`src/rtl/bqf_pkg.sv`:
```
package bqf_pkg;
    // Control states of the preload sequencer
    typedef enum logic {
        ST_LOAD = 1'b0,
        ST_RUN  = 1'b1
    } bqf_state_e;

    // Number of coefficients of one second-order section
    localparam int BQF_NUM_COEF = 5;
    // Index of the first feedback coefficient (a1); taps at or above it are subtracted
    localparam int BQF_FIRST_FB = 3;
endpackage

```
`src/rtl/bqf_coef_ctrl.sv`:
```
module bqf_coef_ctrl
    import bqf_pkg::*;
#(
    parameter int W  = 10,
    parameter int NC = BQF_NUM_COEF
) (
    input  logic                 clk,
    input  logic                 rst,
    input  logic [W-1:0]         din,
    output logic                 run,
    output logic [NC*W-1:0]      coef_flat
);
    localparam int IW = $clog2(NC);
    localparam logic [IW-1:0] LAST_IDX = IW'(NC - 1);

    bqf_state_e     state, state_nxt;
    logic [IW-1:0]  slot;

    // Next-state logic
    always_comb begin
        state_nxt = state;
        unique case (state)
            ST_LOAD: if (slot == LAST_IDX) state_nxt = ST_RUN;   // LOAD_DONE
            ST_RUN:  state_nxt = ST_RUN;
        endcase
    end

    // State register
    always_ff @(posedge clk) begin
        if (rst) state <= ST_LOAD;
        else     state <= state_nxt;
    end

    // Outputs: slot counter and coefficient capture
    always_ff @(posedge clk) begin
        if (rst) begin
            slot <= '0;
        end else begin
            unique case (state)
                ST_LOAD: begin
                    coef_flat[slot*W +: W] <= din;
                    if (slot != LAST_IDX) slot <= slot + 1'b1;
                end
                ST_RUN: ;
            endcase
        end
    end

    always_comb begin
        unique case (state)
            ST_LOAD: run = 1'b0;
            ST_RUN:  run = 1'b1;
        endcase
    end
endmodule

```
`src/rtl/bqf_term.sv`:
```
module bqf_term #(
    parameter int W = 10
) (
    input  logic signed [W-1:0] coef,
    input  logic signed [W-1:0] operand,
    output logic signed [W+1:0] term
);
    localparam int F = W - 2;

    logic signed [2*W-1:0] prod;

    // Full 4.(2F) product; dropping F low bits is an arithmetic shift (floor)
    assign prod = coef * operand;
    assign term = prod[2*W-1:F];
endmodule

```
`src/rtl/bqf_datapath.sv`:
```
module bqf_datapath
    import bqf_pkg::*;
#(
    parameter int W  = 10,
    parameter int NC = BQF_NUM_COEF
) (
    input  logic [NC*W-1:0]      coef_flat,
    input  logic signed [W-1:0]  x0,
    input  logic signed [W-1:0]  x1,
    input  logic signed [W-1:0]  x2,
    input  logic signed [W-1:0]  y1,
    input  logic signed [W-1:0]  y2,
    output logic signed [W-1:0]  y_sat
);
    localparam int TW = W + 2;
    localparam int GW = 3;
    localparam int SW = TW + GW;
    localparam logic signed [SW-1:0] SAT_HI = {{(SW-W+1){1'b0}}, {(W-1){1'b1}}};
    localparam logic signed [SW-1:0] SAT_LO = {{(SW-W+1){1'b1}}, {(W-1){1'b0}}};

    logic signed [W-1:0]  opnd  [NC];
    logic signed [TW-1:0] term  [NC];
    logic signed [SW-1:0] sterm [NC];
    logic signed [SW-1:0] acc;

    assign opnd[0] = x0;
    assign opnd[1] = x1;
    assign opnd[2] = x2;
    assign opnd[3] = y1;
    assign opnd[4] = y2;

    for (genvar k = 0; k < NC; k++) begin : g_tap
        logic signed [SW-1:0] ext;
        bqf_term #(.W(W)) term_i (
            .coef    (coef_flat[k*W +: W]),
            .operand (opnd[k]),
            .term    (term[k])
        );
        assign ext = {{GW{term[k][TW-1]}}, term[k]};
        if (k < BQF_FIRST_FB) begin : g_ff
            assign sterm[k] = ext;
        end else begin : g_fb
            assign sterm[k] = -ext;
        end
    end

    always_comb begin
        acc = '0;
        for (int k = 0; k < NC; k++) acc = acc + sterm[k];
    end

    always_comb begin
        if (acc > SAT_HI)      y_sat = SAT_HI[W-1:0];
        else if (acc < SAT_LO) y_sat = SAT_LO[W-1:0];
        else                   y_sat = acc[W-1:0];
    end
endmodule

```
`src/rtl/biquad_preload_filter.sv`:
```
module biquad_preload_filter
    import bqf_pkg::*;
#(
    parameter int W  = 10,
    parameter int NC = BQF_NUM_COEF
) (
    input  logic                clk,
    input  logic                rst,
    input  logic signed [W-1:0] sample_in,
    output logic signed [W-1:0] sample_out
);
    logic                run_w;
    logic [NC*W-1:0]     coef_w;
    logic signed [W-1:0] x_d1, x_d2, y_d1, y_d2, y_new;

    bqf_coef_ctrl #(.W(W), .NC(NC)) ctrl_i (
        .clk       (clk),
        .rst       (rst),
        .din       (sample_in),
        .run       (run_w),
        .coef_flat (coef_w)
    );

    bqf_datapath #(.W(W), .NC(NC)) dp_i (
        .coef_flat (coef_w),
        .x0        (sample_in),
        .x1        (x_d1),
        .x2        (x_d2),
        .y1        (y_d1),
        .y2        (y_d2),
        .y_sat     (y_new)
    );

    // History and output register
    always_ff @(posedge clk) begin
        if (rst) begin
            x_d1       <= '0;
            x_d2       <= '0;
            y_d1       <= '0;
            y_d2       <= '0;
            sample_out <= '0;
        end else if (run_w) begin
            x_d1       <= sample_in;
            x_d2       <= x_d1;
            y_d1       <= y_new;
            y_d2       <= y_d1;
            sample_out <= y_new;
        end else begin
            sample_out <= '0;
        end
    end
endmodule

```
`config.mk`:
```
export PLATFORM = sky130hd
export DESIGN_NAME = biquad_preload_filter
export DESIGN_NICKNAME = d
export VERILOG_FILES = /design/src/rtl/bqf_pkg.sv /design/src/rtl/bqf_coef_ctrl.sv /design/src/rtl/bqf_term.sv /design/src/rtl/bqf_datapath.sv /design/src/rtl/biquad_preload_filter.sv
export SDC_FILE = /design/constraint.sdc
export NUM_CORES = 2
export LEC_CHECK = 0
export ABC_AREA = 1
export BUFFER_PORTS_ARGS = -buffer_cell sky130_fd_sc_hd__buf_2
export CAP_MARGIN = 15
export CORE_ASPECT_RATIO = 1.5
export CORE_MARGIN = 1.5
export CORE_UTILIZATION = 55
export CTS_CLUSTER_SIZE = 10
export DETAILED_ROUTE_END_ITERATION = 8
export PLACE_DENSITY_LB_ADDON = 0.08
export SETUP_SLACK_MARGIN = 0.3
export SLEW_MARGIN = 10
export SYNTH_ARGS = -nofsm -noshare
export SYNTH_HDL_FRONTEND = slang
export SYNTH_SLANG_ARGS = --single-unit
```
`constraint.sdc`:
```
create_clock -name clk -period 12.1 [get_ports clk]
set_clock_uncertainty 0.15 [all_clocks]
set_input_delay 2.42 -clock clk [delete_from_list [all_inputs] [get_ports clk]]
set_output_delay 2.42 -clock clk [all_outputs]
set_load 0.01 [all_outputs]
```
==> run_results.csv <==
group,metric,value,unit
run_status,status,"finished clean",
global_route,grt_pass1_wl,116300,um
timing,min_period_over_period,0.9004,
hold_path,min_path_type,"flop to flop",
timing,setup_viol,0,
yosys,yosysTopAreaCell,"fa_1",
timing,fin_setup_tns,0,ns
floorplan,dieWidth,182.2,um
timing,min_period,10.90,ns
critical_path,cp_slowest_cell,"fa_1",
yosys,synth_commonest_cells,"inv_1, nand2_1, fa_1",
critical_path,critPathKind,"input port to flop",
timing,max_slew_margin,0.4106,
flow_run,max_cap_violations,0,
global_route,grt_usage,0.3039,
critical_path,end_kind,"flop",
hold_path,whs_path_depth,2,
yosys,synth.avg_cell_area,7.933,um^2
yosys,synthesis.area,26500,um^2
clock_tree,clk_pin_slew_worst_paths,0.08,ns
critical_path,crit_fanout,12,
clock_tree,clkSinkCount,104,
clock_tree,cts_tree,"built",
floorplan,core,47580,um^2
yosys,synth.top_cell.area_share,0.3603,
global_route,grt_max_degree,32,
yosys,ys.flop_type,"dfxtp_1",
critical_path,regToRegStartpoint,"ctrl_i.coef_flat[25]$_DFFE_PP_",
drt,wl,71210,um
floorplan,initial_utilization,0.5571,
finish,drive_above_1_share,0.03408,
yosys,seq_area_frac_synth,0.09744,
hold_path,min_from,"ctrl_i.slot[1]$_SDFFE_PP0P_",
placement,place_congestion,0.9487,
yosys,syn_inst,3341,
clock_tree,root_buffer,"clkbuf_16",
critical_path,critPathRequiredTime,12.26,ns
yosys,yosys_warnings,0,
hold_path,min_to,"ctrl_i.slot[1]$_SDFFE_PP0P_",
drt,via_per_inst,5.358,
finish,fin_nets,4004,
yosys,ys_seq_elements,104,
global_route,overflow,0,
critical_path,crit_path_max_incr_delay,0.55,ns
drt,vias,20666,
drt,drtPass1Iterations,8,
yosys,ys_async_sr_fraction,0,
clock_tree,clk-insertion-delay-late,0.37,ns
critical_path,arrival,11.05,ns
floorplan,io_pins,22,
critical_path,rrSetupSlack,2.37,ns
floorplan,num_rows,98,
clock_tree,max-clock-path-buffers,2,
yosys,yosysUniqueCellTypes,60,
yosys,yosys-top-cells-area,"fa_1, inv_1, ha_1, nand2_1, edfxtp_1",
critical_path,critPathMostFrequentCell,"nand2_1",
drt,drtIter0Drc,1150,
floorplan,die_h,271.9,um
critical_path,startpoint_type,"input port",
floorplan,die_area,49540,um^2
drt,drc_errors,0,
yosys,synth.most_common_cell,"inv_1",
timing,hold_violations,0,
timing,timing.hold.ws,0.4250,ns
timing,drv_slew,0,
drt,ant_nets,0,
yosys,synth_nets,4093,
critical_path,worstReg2RegEnd,"y_d1[6]$_SDFFE_PP0P_",
finish,n_antenna_cell,0,
clock_tree,cts_resized,0,
clock_tree,numCtsBuffers,9,
placement,io_buffers,21,
timing,rsz0062_at_grt,"no",
clock_tree,cts-htree-levels,3,
timing,worst_slew_pin_slew,0.8828,ns
drt,wl_per_cell,18.46,um
placement,dp_hpwl,59930,um
global_route,grt_pass1_vias,22467,
global_route,antenna_found_initial,0,
finish,final_core_util,0.5704,
critical_path,reg2regPathDepth,48,
yosys,synth_edf_count,50,
clock_tree,post_cts_buffers,0,
finish,area_growth,2.389,%
timing,fmax,91.78,MHz
clock_tree,cts_hold_buf,0,
==> final cells by class <==
| cell class | count | area (um^2) |
|---|---|---|
| clock buffers | 11 | 232.7 |
| clock inverters | 5 | 51.30 |
| fillers | 4526 | 20440 |
| inverters | 896 | 3366 |
| multi-input cells | 2216 | 20020 |
| flip-flops and latches | 104 | 2582 |
| well taps | 600 | 750.7 |
| repair buffers | 25 | 135.1 |
==> flip-flops by register name, indices dropped and copies added, names as in the netlist <==
| signal | cells |
|---|---|
| ctrl_i.slot | 3 |
| y_d2 | 10 |
| ctrl_i.state | 1 |
| sample_out | 10 |
| y_d1 | 10 |
| ctrl_i.coef_flat | 50 |
| x_d2 | 10 |
| x_d1 | 10 |
==> worst max-delay path, delay by kind of cell <==
family | cells | cell delay, ns
buf+inv | 9 | 0.61
fa+ha+maj | 10 | 4.66
xor+xnor | 1 | 0.16
compound gates | 6 | 1.05
simple gates | 26 | 2.13
==> cells by family after synthesis <==
kind of cell,count (synthesis),synth area share
AO/OA/AOI/OAI,299,0.06727
XOR/XNOR,113,0.03734
adder cells (fa/ha/maj),740,0.4844
buffers and inverters,1021,0.1473
flip-flops,104,0.09744
AND/OR/NAND/NOR,1064,0.1662
==> worst max-delay path by stage <==
stage                  from                   end  slack [ns]  cells past startpoint
2_1_floorplan  sample_in[3]  y_d1[0]$_SDFFE_PP0P_        1.54                     52
3_3_place_gp   sample_in[3]  y_d1[1]$_SDFFE_PP0P_        1.08                     48
3_5_place_dp   sample_in[3]  y_d1[6]$_SDFFE_PP0P_        0.90                     51
4_1_cts        sample_in[3]  y_d1[6]$_SDFFE_PP0P_        1.26                     51
5_1_grt        sample_in[3]  y_d1[4]$_SDFFE_PP0P_        0.56                     52
6_report       sample_in[3]  y_d1[6]$_SDFFE_PP0P_        1.20                     52
==> stage by stage <==
| stage | cells | cell area (um^2) | worst slack [ns] |
|---|---|---|---|
| after global routing | 3857 | 27140 | 0.5647 |
| after global placement | 3841 | 26850 | 1.081 |
| final | 3857 | 27140 | 1.205 |
| after detailed placement | 3841 | 26850 | 0.8985 |
| after floorplan | 3341 | 26500 | 1.544 |
| after CTS | 3857 | 27140 | 1.258 |
==> placed cells by master (no fill, tap or decap), types with 29 or more instances in the layout <==
master / netlist / layout
inv_1: 885 / 887
nor2_1: 129 / 128
dfxtp_1: 54 / 54
nor3_1: 29 / 29
ha_1: 263 / 263
fa_1: 477 / 477
nand3_1: 53 / 53
a21oi_1: 114 / 114
o21ai_0: 81 / 81
xnor2_1: 56 / 56
nand2_1: 765 / 765
xor2_1: 57 / 57
edfxtp_1: 50 / 50
==> layer usage <==
| layer | part of all wire | vias to the layer above | GRT usage |
|---|---|---|---|
| li1 | - | 9729 | - |
| met1 | 0.37 | 10244 | 0.3276 |
| met2 | 0.54 | 521 | 0.5829 |
| met3 | 0.036 | 172 | 0.02808 |
| met4 | 0.061 | 0 | 0.1605 |
| met5 | 0 | - | 0 |
Power is not shown: default switching activity piles up to over one toggle a cycle in this logic, so the estimate is an artifact.
